[src/rtl/da_biquad_pkg.sv]
package da_biquad_pkg;

  parameter int COEF_W    = 16;
  parameter int COEF_FRAC = 15;

  // Q1.15 taps
  parameter int B0 = 8136;
  parameter int B1 = 16276;
  parameter int B2 = 8136;
  parameter int A1 = 6036;
  parameter int A2 = 5820;

  typedef struct packed {
    logic load;      // capture the new sample
    logic accum;     // slice scan active
    logic msbSlice;  // first slice: clear and subtract
    logic finish;    // round, clamp, shift histories
  } ctlT;

endpackage

[src/rtl/da_biquad_ctrl.sv]
module da_biquad_ctrl
  import da_biquad_pkg::*;
#(
  parameter int DATA_W = 8
) (
  input  logic                       clk,
  input  logic                       rst,
  input  logic                       sampleValid,
  output ctlT                        ctl,
  output logic [$clog2(DATA_W)-1:0]  bitSel,
  output logic                       busy
);

  localparam int IDX_W = $clog2(DATA_W);
  localparam logic [IDX_W-1:0] TOP_IDX = IDX_W'(DATA_W - 1);

  logic [IDX_W-1:0] bitIdx;
  logic fin;
  logic idle;

  assign idle = !busy && !fin;

  always_ff @(posedge clk) begin
    if (rst) begin
      busy   <= 1'b0;
      fin    <= 1'b0;
      bitIdx <= '0;
    end else begin
      fin <= 1'b0;
      if (idle && sampleValid) begin
        busy   <= 1'b1;
        bitIdx <= TOP_IDX;
      end else if (busy) begin
        if (bitIdx == '0) begin
          busy <= 1'b0;
          fin  <= 1'b1;
        end else begin
          bitIdx <= bitIdx - 1'b1;
        end
      end
    end
  end

  always_comb begin
    ctl.load     = idle && sampleValid;
    ctl.accum    = busy;
    ctl.msbSlice = busy && (bitIdx == TOP_IDX);
    ctl.finish   = fin;
  end

  assign bitSel = bitIdx;

endmodule

[src/rtl/da_biquad_dp.sv]
module da_biquad_dp
  import da_biquad_pkg::*;
#(
  parameter int DATA_W = 8
) (
  input  logic                             clk,
  input  logic                             rst,
  input  ctlT                              ctl,
  input  logic [$clog2(DATA_W)-1:0]        bitSel,
  input  logic signed [DATA_W-1:0]         xIn,
  output logic                             outValid,
  output logic signed [DATA_W-1:0]         yOut
);

  localparam int ACC_W = DATA_W + COEF_W + 3;
  localparam int FF_N  = 8;
  localparam int FB_N  = 4;
  localparam logic signed [ACC_W-1:0] HALF_LSB = ACC_W'(1 << (COEF_FRAC - 1));
  localparam logic signed [ACC_W-1:0] Y_HI = ACC_W'((1 << (DATA_W - 1)) - 1);
  localparam logic signed [ACC_W-1:0] Y_LO = -(ACC_W'(1 << (DATA_W - 1)));

  logic signed [ACC_W-1:0] ffTab [FF_N];
  logic signed [ACC_W-1:0] fbTab [FB_N];

  // forward table: every sum of the three forward taps
  for (genvar i = 0; i < FF_N; i++) begin : g_ff
    localparam int V = (((i & 1) != 0) ? B0 : 0) +
                       (((i & 2) != 0) ? B1 : 0) +
                       (((i & 4) != 0) ? B2 : 0);
    assign ffTab[i] = ACC_W'(V);
  end

  // feedback table: negated sums of the recursive taps
  for (genvar i = 0; i < FB_N; i++) begin : g_fb
    localparam int V = -((((i & 1) != 0) ? A1 : 0) +
                         (((i & 2) != 0) ? A2 : 0));
    assign fbTab[i] = ACC_W'(V);
  end

  logic signed [DATA_W-1:0] xCur, xD1, xD2, yD1, yD2;
  logic signed [ACC_W-1:0]  acc, accNext, term, rounded, quot;
  logic signed [DATA_W-1:0] ySat;
  logic [2:0] ffAddr;
  logic [1:0] fbAddr;

  always_comb begin
    ffAddr  = {xD2[bitSel], xD1[bitSel], xCur[bitSel]};
    fbAddr  = {yD2[bitSel], yD1[bitSel]};
    term    = ffTab[ffAddr] + fbTab[fbAddr];
    accNext = ctl.msbSlice ? -term : ((acc <<< 1) + term);
  end

  always_comb begin
    rounded = acc + HALF_LSB;
    quot    = rounded >>> COEF_FRAC;
    if (quot > Y_HI)      ySat = DATA_W'(Y_HI);
    else if (quot < Y_LO) ySat = DATA_W'(Y_LO);
    else                  ySat = DATA_W'(quot);
  end

  always_ff @(posedge clk) begin
    if (rst) begin
      xCur     <= '0;
      xD1      <= '0;
      xD2      <= '0;
      yD1      <= '0;
      yD2      <= '0;
      acc      <= '0;
      yOut     <= '0;
      outValid <= 1'b0;
    end else begin
      outValid <= ctl.finish;
      if (ctl.load) xCur <= xIn;
      if (ctl.accum) acc <= accNext;
      if (ctl.finish) begin
        yOut <= ySat;
        yD1  <= ySat;
        yD2  <= yD1;
        xD1  <= xCur;
        xD2  <= xD1;
      end
    end
  end

endmodule

[src/rtl/da_biquad.sv]
module da_biquad
  import da_biquad_pkg::*;
#(
  parameter int DATA_W = 8
) (
  input  logic              clk,
  input  logic              rst,
  input  logic              sampleValid,
  input  logic [DATA_W-1:0] xIn,
  output logic              outValid,
  output logic [DATA_W-1:0] yOut
);

  ctlT ctl;
  logic [$clog2(DATA_W)-1:0] bitSel;
  logic busy;
  logic signed [DATA_W-1:0] yOutS;

  da_biquad_ctrl #(.DATA_W(DATA_W)) ctrlInst (
    .clk(clk), .rst(rst), .sampleValid(sampleValid),
    .ctl(ctl), .bitSel(bitSel), .busy(busy)
  );

  da_biquad_dp #(.DATA_W(DATA_W)) dpInst (
    .clk(clk), .rst(rst), .ctl(ctl), .bitSel(bitSel),
    .xIn($signed(xIn)), .outValid(outValid), .yOut(yOutS)
  );

  assign yOut = yOutS;

endmodule

[config.mk]
export PLATFORM = sky130hd
export DESIGN_NAME = da_biquad
export DESIGN_NICKNAME = d
export VERILOG_FILES = /design/src/rtl/da_biquad_pkg.sv /design/src/rtl/da_biquad_ctrl.sv /design/src/rtl/da_biquad_dp.sv /design/src/rtl/da_biquad.sv
export SDC_FILE = /design/constraint.sdc
export NUM_CORES = 1
export LEC_CHECK = 0
export BUFFER_PORTS_ARGS = -buffer_cell sky130_fd_sc_hd__buf_2
export CAP_MARGIN = 20
export CORE_UTILIZATION = 62
export CTS_BUF_LIST = sky130_fd_sc_hd__clkbuf_8 sky130_fd_sc_hd__clkbuf_16
export CTS_CLUSTER_DIAMETER = 30
export DETAILED_ROUTE_END_ITERATION = 16
export PLACE_DENSITY = 0.85
export SLEW_MARGIN = 20
export SYNTH_ARGS = -nofsm -noshare
export SYNTH_HDL_FRONTEND = slang
export SYNTH_HIERARCHICAL = 1
export SYNTH_SLANG_ARGS = --single-unit
[constraint.sdc]
create_clock -name clk -period 7.7 [get_ports clk]
set_input_delay 0.385 -clock clk [delete_from_list [all_inputs] [get_ports clk]]
set_output_delay 0.385 -clock clk [all_outputs]
set_load 0.005 [all_outputs]
==> run summary, run 1 <==
The run finished with clean final reports. Global routing used 29.4% of the available tracks. The shortest period the worst path allows was 6.94 ns; the global-route wire length before repair was 22.9 mm. The number of top-level pins is 20, and the vias after detailed routing is 5096. The tools report the first-iteration detailed-routing DRC count as 292.

The kind of capture point of the worst setup path is a flip-flop. The average instance area after synthesis is 8.29 um2. For flop-to-flop paths, the worst setup slack is 0.76 ns. The cell occurring most often along the worst timing path is sky130_fd_sc_hd__ha_1. The total detailed-routing wirelength came out at 13.6 mm. The tools report the initial core utilization as 64.5%. Startpoint type of the worst setup path: a flip-flop. Counting tap cells, the placed design contains a total of 785 instances. For this run, the detailed router's first-pass iteration total came to 5. The residual overflow from global routing was 0. Setup repair after global routing left no endpoint under its margin. The worst hold path belongs to the class input pin to flip-flop. The die covers 9560 um2. The net count after synthesis is 748, and the post-synthesis register bit count is 71. The tools report the final worst clock skew as 0.0140 ns. IR analysis of the VDD net gives a maximum drop of 0.000103 V. Counting every sink on the clock net gives 71.

Number of endpoints with negative hold slack in the final report: 0. For the pin with the worst max-slew slack, the measured transition is 0.960 ns. Cells fill 68.0% of the core in the end.

Post-CTS timing repair inserted 0 buffers for setup. The number of antenna violations at the first check in global routing is 0. In the post-route analysis, the smallest setup slack over all paths is 0.758 ns. The count of flip-flops with a built-in enable after synthesis came out at 0. 0 antenna diodes ended up in the layout.

The routed wire length per instance is 17.0 um, and the sum of internal, switching and leakage power is 1.24 mW. For this design the static power due to leakage is 2.65 nW. For this run, design rule violations remaining after detail routing come to 0.

The clock passes through at most 2 buffers. The category of the most critical setup path was flip-flop to flip-flop. Once detailed placement completed, the half-perimeter wirelength came to 9.96 mm. Clock latency at the later pin of the worst-skew pair: 0.35 ns.

The finished layout holds 801 standard cells, fillers aside. Of the available clock period, the critical path in the final layout requires 90.2%. For this run, asynchronously set or reset flops after synthesis account for 0%. The post-cts resize count was 0; the peak fanout along the critical path was 16.

Across the run, the number of max-cap violations was 0. The critical path goes through mux4_2 -> mux2i_1 -> ha_1 -> inv_1 -> o21ai_0 -> ha_1 -> a21oi_1 -> nor2_1 -> o311a_1 -> nor3_1 -> a21oi_1 -> xor2_1 -> ha_1 -> a211oi_1 -> o21bai_1 -> a221o_1 -> a22oi_1 -> a31o_2 -> o21ai_0 -> a2111oi_0 -> a41o_1 -> o22ai_1. The tools report the number of distinct library cell variants in the gate-level netlist after synthesis as 74. The total buffers and inverters traversed by the critical path is 1.

The share of the Yosys chip area taken by registers is 25.0%. The family of cells with the greatest summed delay on the critical path is compound AO/OA/AOI/OAI gates. For this run, the post-layout net count is 750. The area growth from synthesis to layout is 5.28%.

The tools report the total count of max-transition violations in the final report as 0. For the worst setup path, the data required time is 7.93 ns. Buffers inserted to repair hold after CTS numbered 0. The setup TNS is 0 ns, and the total of endpoints with negative setup slack in the final report is 0. The core region is 8810 um2. TritonCTS built the clock tree. For the worst setup path, the data arrival time is 7.18 ns. Number of levels in the clock H-tree: 3.

Measured against its own limit, the worst slew margin works out to 36.0%. At the placement stage, the worst setup path has a slack of 0.915 ns. The tools report the number of global-route vias before repair as 4929.

The cell with the largest stage delay on the worst path is sky130_fd_sc_hd__dfxtp_1. The die is 97.8 um tall. Clock-pin slew was measured on the worst setup and hold paths at 0.09 ns. The die boundary width works out to 97.8 um.

In this run the remaining antenna-violating nets after routing total 0. The post-route netlist has 10.1% of its cells at a drive strength greater than 1. The count of mapped cells out of synthesis came out at 686.

Power spread over the standard cell area amounts to 208 nW/um2. Based on the critical path, the design can be clocked at up to 144 MHz. In this run the clock root is driven by a sky130_fd_sc_hd__clkbuf_8.

Pin count of the biggest net entering global routing: 72. The tools report the number of buffers inserted during clock tree synthesis as 9. For the count of synthesis-stage warnings from yosys, the log shows 6.

Dividing the detail-routed via count by the number of cells gives 6.36. The number of standard-cell rows in the floorplan is 34. Number of port buffers: 19. For this run, the slowest stage of the critical path takes 0.84 ns.

The tools report the summed instance area of the synthesized netlist as 5680 um2. The most used flip-flop cell after synthesis is sky130_fd_sc_hd__dfxtp_1. The congestion estimate from routability-driven global placement came to 0.878.
[registers in the layout, summed over array words and instances (netlist names)]
signal,cells
dpInst/acc,25
dpInst/xCur,8
dpInst/xD1,8
dpInst/xD2,8
dpInst/yD2,8
dpInst/yOut,8
ctrlInst/bitSel,3
ctrlInst/busy,1
ctrlInst/fin,1
dpInst/outValid,1
[path summary, 6_finish.rpt]
| check | startpoint | cells after the start | end |
|---|---|---|---|
| max | ctrlInst/bitSel[0] | 22 | dpInst/acc[26] |
| min | xIn[4] | 3 | dpInst/xCur[4] |
| max reg2reg | ctrlInst/bitSel[0] | 22 | dpInst/acc[26] |
| min reg2reg | dpInst/acc[5] | 2 | dpInst/acc[5] |
[metrics by stage]
| step | area, um2 | hold WS [ns] |
|---|---|---|
| 6_report | 5980 | 0.257 |
| 4_1_cts | 5980 | 0.253 |
| 3_5_place_dp | 5800 | 0.464 |
| 2_1_floorplan | 5680 | 0.450 |
| 3_3_place_gp | 5800 | 0.460 |
| 5_1_grt | 5980 | 0.257 |
[Yosys cell counts, drive strengths merged (3+ instances only)]
cell / count / area share, %
mux4: 8 / 3.2
and2: 7 / 0.77
xnor2: 28 / 4.3
nor4: 4 / 0.55
or2: 4 / 0.44
nor2b: 5 / 0.55
a21boi: 4 / 0.59
o31ai: 4 / 0.53
o211a: 3 / 0.53
ha: 49 / 11
nor2: 90 / 5.9
o2111ai: 3 / 0.46
a2111oi: 4 / 0.97
a21o: 12 / 1.6
a311oi: 5 / 0.77
o21ai: 22 / 1.9
a21oi: 44 / 3.9
nor3: 25 / 2.2
nor3b: 4 / 0.73
and3: 8 / 0.97
mux2i: 40 / 7.3
a211oi: 23 / 3.0
mux2: 4 / 0.79
dfxtp: 71 / 25
o21bai: 6 / 0.79
or3: 9 / 1.1
nand3: 11 / 0.97
a31oi: 9 / 1.1
clkbuf: 24 / 1.6
nand2: 47 / 3.1
o22ai: 3 / 0.44
nand2b: 7 / 0.90
xor2: 18 / 2.8
inv: 39 / 2.6
buf: 7 / 0.86
o211ai: 3 / 0.40
o21a: 5 / 0.66
[cells by family (layout without fill, tap and decap cells)]
logic type	Yosys count	after routing	share of synthesized area, %
flip-flops	71	71	25.0
adder cells (fa/ha/maj)	51	51	11.5
buffers and inverters	70	77	5.02
AO/OA/AOI/OAI	170	170	21.1
multiplexers	52	52	11.2
XOR/XNOR	46	46	7.09
AND/OR/NAND/NOR	226	226	19.1
[power by group]
group	leakage [nW]	internal [mW]	switching [mW]
sequential	0.579	0.392	0.0399
clock	0.0888	0.123	0.164
combinational	1.98	0.215	0.308
total	2.65	0.730	0.512
[cell type report]
cell class / instances / area, um2
clock buffers: 9 / 124
clock inverters: 7 / 61.3
fillers: 714 / 2820
inverters: 39 / 146
multi-input cells: 545 / 3980
flip-flops and latches: 71 / 1420
well taps: 108 / 135
repair buffers: 22 / 118
[worst register-to-register path: stages (launching register included)]
cell and delay (ns):
sky130_fd_sc_hd__dfxtp_1 0.84, sky130_fd_sc_hd__mux4_2 0.59, sky130_fd_sc_hd__mux2i_1 0.34, sky130_fd_sc_hd__ha_1 0.33, sky130_fd_sc_hd__inv_1 0.09, sky130_fd_sc_hd__o21ai_0 0.11
sky130_fd_sc_hd__ha_1 0.36, sky130_fd_sc_hd__a21oi_1 0.30, sky130_fd_sc_hd__nor2_1 0.08, sky130_fd_sc_hd__o311a_1 0.31, sky130_fd_sc_hd__nor3_1 0.47, sky130_fd_sc_hd__a21oi_1 0.13
sky130_fd_sc_hd__xor2_1 0.31, sky130_fd_sc_hd__ha_1 0.35, sky130_fd_sc_hd__a211oi_1 0.34, sky130_fd_sc_hd__o21bai_1 0.14, sky130_fd_sc_hd__a221o_1 0.34, sky130_fd_sc_hd__a22oi_1 0.25
sky130_fd_sc_hd__a31o_2 0.22, sky130_fd_sc_hd__o21ai_0 0.17, sky130_fd_sc_hd__a2111oi_0 0.50, sky130_fd_sc_hd__a41o_1 0.16, sky130_fd_sc_hd__o22ai_1 0.08
[cell usage in the layout, fill, tap and decap left out, types with 4 or more instances in the layout]
master / instances
sky130_fd_sc_hd__nand2_1: 46
sky130_fd_sc_hd__or3_1: 8
sky130_fd_sc_hd__nor3_1: 25
sky130_fd_sc_hd__xnor2_1: 28
sky130_fd_sc_hd__nor2_1: 90
sky130_fd_sc_hd__mux4_2: 8
sky130_fd_sc_hd__clkbuf_8: 9
sky130_fd_sc_hd__o31ai_1: 4
sky130_fd_sc_hd__o21ai_1: 4
sky130_fd_sc_hd__nor2b_1: 5
sky130_fd_sc_hd__ha_1: 49
sky130_fd_sc_hd__buf_2: 19
sky130_fd_sc_hd__o21bai_1: 6
sky130_fd_sc_hd__a31oi_1: 8
sky130_fd_sc_hd__a311oi_1: 5
sky130_fd_sc_hd__a21o_1: 12
sky130_fd_sc_hd__a21oi_1: 43
sky130_fd_sc_hd__o21ai_0: 18
sky130_fd_sc_hd__dfxtp_1: 70
sky130_fd_sc_hd__inv_1: 36
sky130_fd_sc_hd__nand3_1: 11
sky130_fd_sc_hd__and3_1: 7
sky130_fd_sc_hd__xor2_1: 18
sky130_fd_sc_hd__nand2b_1: 6
sky130_fd_sc_hd__o21a_1: 5
sky130_fd_sc_hd__mux2i_1: 39
sky130_fd_sc_hd__and2_1: 7
sky130_fd_sc_hd__a211oi_1: 23
[routing by layer]
layer  track usage, %  part of all wire (%)  up-vias
met5                0                     0        -
met4             8.86                   1.8        0
met3             5.58                   5.7       29
met2             52.6                    49      171
met1             35.6                    44     2407
li1                 -                     -     2489
Note: power is estimated with default switching activity, not from simulation.
==> run 2: changes to the inputs <==
--- a/config.mk
+++ b/config.mk
@@ -5,6 +5,7 @@
 export SDC_FILE = /design/constraint.sdc
 export NUM_CORES = 1
 export LEC_CHECK = 0
+export ABC_AREA = 1
 export BUFFER_PORTS_ARGS = -buffer_cell sky130_fd_sc_hd__buf_2
 export CAP_MARGIN = 20
 export CORE_UTILIZATION = 62
@@ -12,6 +13,7 @@
 export CTS_CLUSTER_DIAMETER = 30
 export DETAILED_ROUTE_END_ITERATION = 16
 export PLACE_DENSITY = 0.85
+export SKIP_CTS_REPAIR_TIMING = 1
 export SLEW_MARGIN = 20
 export SYNTH_ARGS = -nofsm -noshare
 export SYNTH_HDL_FRONTEND = slang
==> run 2 against run 1 <==
Fmax up 21%. Clock power up 22%. First-iteration DRC count increased by 53%. Critical path depth increased by 5. Area after synthesis is 4.7% higher. Global-route usage increased by 1.0 points. Total power increased by 78%. Clock skew shrank 0.0015 ns.
==> run summary, run 2 <==
The flow ran to the end, and the final reports show no timing, DRC or antenna violations. Total net switching power: 1.13 mW (+120%). The worst hold path begins at xIn[0]. The number of flip-flops under the largest register name is 25 (unchanged), and the area of the core region is 9280 um2 (+5.4%).

The required time at the worst-slack endpoint was 7.94 ns (about the same); the share of flip-flops with an asynchronous set or reset after synthesis was 0% (unchanged). The tools report the diode insertion count for antenna repair as 0 (unchanged). The top cell type's share of synthesized area was 23.9% (-1.1 points). The logs give 0 (unchanged) for the total of endpoints with negative setup slack in the final report and 6 (unchanged) for the count of synthesis-stage warnings from yosys.

The count of mapped cells out of synthesis is 930 (+36%), and the maximum number of buffers from clock root to sink is 2 (unchanged). In this run the clock root is driven by a sky130_fd_sc_hd__clkbuf_8. The average instance area after synthesis works out to 6.40 um2 (-23%). The power density relative to cell area works out to 350 nW/um2 (+69%).

For the total detailed-routing wirelength, the log shows 14.1 mm (+3.6%). The worst register-to-register path ends at dpInst/acc[19]. The count of maximum capacitance violations was 0 (unchanged).

The startpoint type of the worst setup path was a flip-flop. The routed wire length per instance was 13.2 um (-22%); the maximum ir drop on the vdd rail was 0.000202 V (+95%). The fraction of layout instances using a drive strength above 1 was 10.5% (+0.43 points). The net count of the finished layout is 997 (+33%).

The min-delay analysis places its worst path in the category input pin to flip-flop. For the detailed placement HPWL, the log shows 10.3 mm (+3.8%). The number of standard-cell rows in the floorplan came out at 35 (+2.9%). The final worst clock skew was 0.0125 ns (-0.00145 ns); the pin count of the biggest net entering global routing was 65 (-9.7%).

Number of global-route vias before repair: 5380 (+9.1%). The die boundary height came out at 100 um (+2.3%). Setup repair after global routing left no endpoint under its margin. The most critical setup path has its startpoint at ctrlInst/bitSel[0]. The post-synthesis register bit count works out to 71 (unchanged).

The most frequent cell after synthesis is sky130_fd_sc_hd__nand2_1. The peak fanout along the critical path came out at 25 (+9). The worst setup path is of the flip-flop to flip-flop kind. The tools report the capturing element of the worst setup path as dpInst/acc[19]. The run gives 0 (unchanged) as the number of antenna-violating nets in the routed design. For the number of top-level pins, the log shows 20 (unchanged). The sequential element share of the synthesized area is 23.9% (-1.1 points), and the total count of max-transition violations in the final report is 0 (unchanged). The clock latency at the later pin of the worst-skew pair is 0.36 ns (about the same), and the highest clock rate is 175 MHz (+21%). The clock network fraction of total power is 15.8% (-7.3 points), and the number of buffers inserted during clock tree synthesis is 9 (unchanged). The period utilization came out at 74.4% (-16 points). For the post-route core utilization, the log shows 68.2% (+0.29 points). For the part of the power in combinational logic, the log shows 64.0% (+22 points). The cell leakage power was 3.19 nW (+21%).

For this run, the leading register cell type out of synthesis is sky130_fd_sc_hd__dfxtp_1. TritonCTS built the clock tree. The register share of total power was 20.2% (-15 points); the slew at the pin with the worst max-slew slack was 0.914 ns (-0.0462 ns). The cell-internal power is 1.08 mW (+48%), and the global-route wire length before repair is 24.7 mm (+7.7%). The worst reg-to-reg path cell count is 27 (+23%).

The library cell used most frequently in the layout, excluding fill and tap cells, is sky130_fd_sc_hd__nand2_1. The tools report the data arrival time of the critical path as 5.97 ns (-1.21 ns). The kind of capture point of the worst setup path is a flip-flop. The worst relative slew slack came out at 39.0% (+3.0 points).

In the layout the commonest cells are sky130_fd_sc_hd__nand2_1 (162), sky130_fd_sc_hd__inv_1 (133), sky130_fd_sc_hd__o21ai_0 (114). The initial core utilization was 64.1% (-0.44 points); the detailed-route vias per instance was 5.51 (-13%). The count of flip-flops with a built-in enable after synthesis is 0 (unchanged), and the setup TNS is 0 ns (unchanged). After synthesis, the most frequently instantiated cells are sky130_fd_sc_hd__nand2_1 (162), sky130_fd_sc_hd__inv_1 (133), sky130_fd_sc_hd__o21ai_0 (114).

For the first-iteration detailed-routing DRC count, the log shows 448 (+53%). The shortest period the worst path allows works out to 5.73 ns (-1.21 ns). The tools report the number of antenna violations at the first check in global routing as 0 (unchanged). More flip-flops sit in one register than any other, and that register is dpInst/acc. The number of port buffers works out to 19 (unchanged). The tools report the slack of the worst reg-to-reg path as 1.97 ns (+1.21 ns). The tools report the residual DRC count as 0 (unchanged). The area growth from synthesis to layout is 6.45%.

Vias after detailed routing: 5887 (+16%). By area the synthesized netlist is led by sky130_fd_sc_hd__dfxtp_1 (24%), sky130_fd_sc_hd__ha_1 (10%), sky130_fd_sc_hd__nand2_1 (10%). Clock transition at the registers of the reported paths: 0.08 ns (about the same). For the net count after synthesis, the log shows 992 (+33%).

Of all cell types, the one taking the most synthesized area is sky130_fd_sc_hd__dfxtp_1. The tools report the total clock sinks as 71 (unchanged). The switching part of the total is 51.2% (+10 points).

The die boundary width came out at 100 um (+2.3%). The run gives 0 (unchanged) as the number of endpoints with negative hold slack in the final report. The aggregate global-route resource usage was 30.4% (+1.0 points); the routability congestion estimate was 0.952 (+8.5%). The worst register-to-register path begins at ctrlInst/bitSel[0]. The die area is 10000 um2 (+4.6%). The number of distinct library cell variants in the gate-level netlist after synthesis came out at 42 (-43%).

The number of levels in the clock H-tree is 3 (unchanged). For the summed instance area of the synthesized netlist, the log shows 5950 um2 (+4.7%). The first-pass iteration count of the detailed router was 5 (unchanged); the residual overflow from global routing was 0 (unchanged).
[run 2: worst min path at each step]
stage / slack [ns] / cells after the start / to
floorplan: 0.43 / 2 / dpInst/xD2[4]
global placement: 0.45 / 2 / dpInst/xD2[4]
detailed placement: 0.45 / 2 / dpInst/xD2[4]
CTS: 0.24 / 3 / dpInst/xCur[0]
global route: 0.24 / 3 / dpInst/xCur[2]
finish: 0.24 / 3 / dpInst/xCur[0]
[run 2: final cells by class]
class                      count  area [um2]
inverter                     143         537
timing repair buffer          22         118
sequential                    71        1420
clock buffer                   9         124
tap                          129         161
multi-input combinational    688        3870
clock inverter                 7         104
fill                         835        2950
[run 2: critical path, stage by stage, from the launching register on]
cell and delay (ns):
sky130_fd_sc_hd__dfxtp_1 0.84, sky130_fd_sc_hd__o21ai_0 0.16, sky130_fd_sc_hd__o22ai_1 0.20, sky130_fd_sc_hd__inv_1 0.06
sky130_fd_sc_hd__o21ai_0 0.46, sky130_fd_sc_hd__inv_1 0.09, sky130_fd_sc_hd__ha_1 0.43, sky130_fd_sc_hd__nand3_1 0.17
sky130_fd_sc_hd__fa_1 0.43, sky130_fd_sc_hd__inv_1 0.07, sky130_fd_sc_hd__nand3_1 0.06, sky130_fd_sc_hd__nand2_1 0.10
sky130_fd_sc_hd__a21oi_1 0.10, sky130_fd_sc_hd__inv_1 0.10, sky130_fd_sc_hd__nand4_1 0.14, sky130_fd_sc_hd__a21oi_1 0.16
sky130_fd_sc_hd__inv_1 0.05, sky130_fd_sc_hd__nand2_1 0.17, sky130_fd_sc_hd__inv_1 0.11, sky130_fd_sc_hd__ha_1 0.41
sky130_fd_sc_hd__nand4_1 0.19, sky130_fd_sc_hd__nor3_1 0.35, sky130_fd_sc_hd__a21oi_1 0.18, sky130_fd_sc_hd__o21ai_0 0.22
sky130_fd_sc_hd__xnor2_1 0.14, sky130_fd_sc_hd__o21ai_0 0.08, sky130_fd_sc_hd__inv_1 0.10, sky130_fd_sc_hd__a21oi_2 0.05
[run 2: power groups by stage]
stage	registers [mW]	logic, mW	clock network, mW
final	0.448	1.42	0.349
after global placement	0.453	1.37	0
after floorplan	0.439	1.14	0
after global routing	0.454	1.62	0.370
after CTS	0.447	1.40	0.356
after detailed placement	0.454	1.39	0
[run 2: per-stage QoR]
step | instances | instance area [um2] | total power, mW | hold WS, ns | worst slack, ns
2_1_floorplan | 930 | 5950 | 1.58 | 0.434 | 2.81
3_3_place_gp | 1053 | 6110 | 1.83 | 0.445 | 2.25
3_5_place_dp | 1053 | 6110 | 1.84 | 0.452 | 2.05
4_1_cts | 1069 | 6340 | 2.20 | 0.235 | 2.03
5_1_grt | 1069 | 6340 | 2.45 | 0.235 | 1.34
6_report | 1069 | 6340 | 2.22 | 0.243 | 1.97
[run 2: routing by layer]
| layer | GRT usage, % | vias up | routed length [um] |
|---|---|---|---|
| met5 | 0 | - | 0 |
| li1 | - | 3062 | - |
| met2 | 50.3 | 183 | 6390 |
| met4 | 9.14 | 0 | 196 |
| met1 | 40.9 | 2622 | 6760 |
| met3 | 4.60 | 20 | 761 |
[run 2: logic make-up after synthesis]
| family | share of synthesized area [%] |
|---|---|
| flops | 23.9 |
| simple gates | 29.9 |
| buf+inv | 11.1 |
| xor+xnor | 2.94 |
| compound gates | 21.3 |
| fa+ha+maj | 11.0 |
==> run 3: changes to the inputs <==
==> constraint.sdc (replaced) <==
create_clock -name clk -period 5.6 [get_ports clk]
set_input_delay 0.28 -clock clk [delete_from_list [all_inputs] [get_ports clk]]
set_output_delay 0.28 -clock clk [all_outputs]
set_load 0.005 [all_outputs]
==> run 3 against run 2 <==
Global-route usage decreased by 0.85 points. Largest power group unchanged. Via count increased by 0.34%. Fmax increased by 13%. Clock power increased by 38%. Sequential share of layout area about the same. First-iteration DRC count decreased by 29%. Critical path type unchanged. Clock-buffer cell count unchanged. Core utilization increased by 0.44 points. Combinational power increased by 39%. Non-clock buffer count increased by 2. Worst setup slack got worse by 1.5 ns.
==> run summary, run 3 (synthesized netlist as in run 2, its figures left out) <==
The post-detailed-placement cell area is 6120 um2 (+0.25%). The most flop-heavy register is dpInst/acc. The first-pass iteration count of the detailed router was 7 (+2).

The flow ran to the end, and the final reports show no timing, DRC or antenna violations. The logs give 1.49 mW (+38%) for the cell-internal power and 0.0111 ns (-0.00142 ns) for the final worst clock skew. For the total clock sinks, the log shows 71 (unchanged). The tools report the kind of capture point of the worst setup path as a flip-flop. The number of global-route vias before repair is 5314 (-1.2%), and the power density relative to cell area is 480 nW/um2 (+37%). The slew at the pin with the worst max-slew slack is 0.894 ns (-0.0201 ns). Commonest non-fill, non-tap cell in the layout: sky130_fd_sc_hd__nand2_1. The period utilization was 90.9% (+17 points); the minimum setup slack in the final design was 0.508 ns (-1.46 ns).

The logs give 10000 um2 (unchanged) for the die area and 2 (unchanged) for the maximum number of buffers from clock root to sink. The tools report the startpoint type of the worst setup path as a flip-flop. The min-delay analysis places its worst path in the category input pin to flip-flop. The number of top-level pins is 20 (unchanged). Setup repair after global routing left no endpoint under its margin. The run gives 0 (unchanged) as the diode insertion count for antenna repair.

The tree is rooted in a sky130_fd_sc_hd__clkbuf_8. The amount of wire on met2 after detailed routing is 6.64 mm (+4.0%), and the initial core utilization is 64.1% (unchanged). The run gives 1.57 mW (+38%) as the total net switching power. The count of cells along the worst hold path was 3 (unchanged); the number of standard-cell rows in the floorplan was 35 (unchanged). The post-route worst hold slack was 0.144 ns (-0.0998 ns); the fill cell total of the finished layout was 850 (+1.8%).

The number of levels in the clock H-tree was 3 (unchanged). The detailed-route vias per instance was 5.52 (+0.15%). The global-route wire length before repair came out at 24.0 mm (-2.7%).

From synthesis to final layout, the design area changed by 7.15%. The number of port buffers was 19 (unchanged); the largest incremental delay on the critical path was 0.44 ns (-0.40 ns). The run gives 1430 um2 (+0.53%) as the area taken by flip-flops and latches.

Leaving out fill and tap cells, the most frequent cells in the layout are sky130_fd_sc_hd__nand2_1 (162), sky130_fd_sc_hd__inv_1 (132), sky130_fd_sc_hd__o21ai_0 (111). The net count of the finished layout came out at 999 (+0.20%). The tools report the routability congestion estimate as 0.974 (+2.3%). The die boundary height was 100 um (unchanged).

The shortest period the worst path allows works out to 5.09 ns (-0.637 ns). The number of flip-flops under the largest register name was 25 (unchanged). The worst register-to-register path ends at dpInst/acc[23].

The highest metal layer with signal wires is met4. The area of the core region is 9280 um2 (unchanged). The highest clock rate was 196 MHz (+13%); the worst setup slack after placement was 0.203 ns (-1.84 ns).

The total of endpoints with negative setup slack in the final report came out at 0 (unchanged). The fraction of layout instances using a drive strength above 1 is 11.5% (+0.93 points), and the detailed placement HPWL is 10.5 mm (+1.7%). The post-route met1 wirelength is 6.61 mm (-2.1%), and the residual DRC count is 0 (unchanged). For the total detailed-routing wirelength, the log shows 14.2 mm (+1.0%). Die boundary width: 100 um (unchanged). The required time at the worst-slack endpoint came out at 5.89 ns (-2.05 ns). The sum of met3 wire segment lengths after detailed routing is 815 um (+7.1%). For the worst relative slew slack, the log shows 40.3% (+1.3 points). The register share of total power is 20.1% (about the same), and the clock latency at the later pin of the worst-skew pair is 0.35 ns (about the same).

Area occupied by multi-input gates: 3890 um2 (+0.39%). The run gives 6380 um2 (+0.65%) as the post-route cell area. The startpoint identified for the worst register-to-register timing path is ctrlInst/bitSel[0].

The number of endpoints with negative hold slack in the final report is 0 (unchanged). For hold timing, the worst endpoint is dpInst/xCur[0]. For the count of maximum capacitance violations, the log shows 0 (unchanged). TritonCTS built the clock tree. The routed wire length per instance works out to 13.3 um (+0.84%).

The largest individual stage delay along the critical path comes from the cell sky130_fd_sc_hd__fa_1. The critical path is of the flip-flop to flip-flop type. The data arrival time of the critical path was 5.38 ns (-0.59 ns). The clock transition at the registers of the reported paths was 0.09 ns (about the same); the sum of internal, switching and leakage power was 3.06 mW (+38%).

The worst reg-to-reg path cell count works out to 31 (+15%). For the vias after detailed routing, the log shows 5907 (+0.34%). The run gives 64.2% (+0.2 points) as the part of the power in combinational logic. The aggregate global-route resource usage came out at 29.5% (-0.85 points). The setup TNS is 0 ns (unchanged), and the total count of max-transition violations in the final report is 0 (unchanged).

The worst hold path begins at xIn[0]. Pin count of the biggest net entering global routing: 65 (unchanged). The first-iteration detailed-routing DRC count is 320 (-29%).

The number of antenna violations at the first check in global routing is 0 (unchanged), and the slack of the worst reg-to-reg path is 0.51 ns (-1.46 ns). The number of buffers inserted during clock tree synthesis came out at 9 (unchanged). The maximum ir drop on the vdd rail is 0.000388 V (+93%), and the peak fanout along the critical path is 19 (-24%). The number of antenna-violating nets in the routed design is 0 (unchanged), and the cell leakage power is 3.21 nW (+0.35%).

The clock network fraction of total power was 15.7% (about the same); the switching part of the total was 51.2% (about the same). The residual overflow from global routing is 0 (unchanged).
==> run 3: changes by cell type in the layout (fill, tap and decap cells not counted), moves of 2 or more <==
cell	before	now
sky130_fd_sc_hd__o21ai_0	114	111
sky130_fd_sc_hd__buf_4	3	5
sky130_fd_sc_hd__dfxtp_1	71	69
sky130_fd_sc_hd__dfxtp_4	0	2
sky130_fd_sc_hd__o21ai_2	0	2
==> run 3: area by class of cell <==
type / count / area share (%)
clock buffers: 9 / 1.94
clock inverters: 7 / 1.65
inverters: 143 / 8.46
multi-input cells: 688 / 60.9
flip-flops and latches: 71 / 22.4
well taps: 129 / 2.53
repair buffers: 24 / 2.08
==> run 3: layer usage <==
metal / up-vias / track usage, %
met5: - / 0
met4: 0 / 7.80
met3: 18 / 4.81
met2: 168 / 49.9
met1: 2657 / 39.1
li1: 3064 / -
==> run 3: how the worst max path moves through the flow <==
stage / startpoint / endpoint / slack [ns] / cells after the start
floorplan: ctrlInst/bitSel[0] / dpInst/acc[23] / 0.71 / 32
global placement: ctrlInst/bitSel[0] / dpInst/acc[23] / 0.36 / 33
detailed placement: ctrlInst/bitSel[1] / dpInst/acc[23] / 0.20 / 32
CTS: ctrlInst/bitSel[1] / dpInst/acc[23] / 0.17 / 32
global route: ctrlInst/bitSel[0] / dpInst/acc[22] / 0.04 / 35
finish: ctrlInst/bitSel[0] / dpInst/acc[23] / 0.51 / 31
==> run 3: power groups by stage <==
stage               Combinational (mW)  Clock [mW]  Sequential (mW)
floorplan                         1.57           0            0.604
global placement                  1.89           0            0.621
detailed placement                1.91           0            0.622
CTS                               1.93       0.486            0.611
global route                      2.24       0.511            0.621
finish                            1.97       0.480            0.614
==> run 3: stage by stage <==
| step | instances | util, % |
|---|---|---|
| 4_1_cts | 1071 | 68.4 |
| 2_1_floorplan | 930 | - |
| 3_3_place_gp | 1055 | 66.0 |
| 6_report | 1071 | 68.7 |
| 5_1_grt | 1071 | 68.7 |
| 3_5_place_dp | 1055 | 66.0 |
==> run 3: worst max-delay path, delay by kind of cell (launching register included) <==
family / cells / cell delay, ns
buffers and inverters: 7 / 0.68
adders and majority gates: 3 / 1.27
AOI/OAI and AO/OA: 5 / 0.75
and+or+nand+nor: 16 / 1.93
DFF: 1 / 0.41
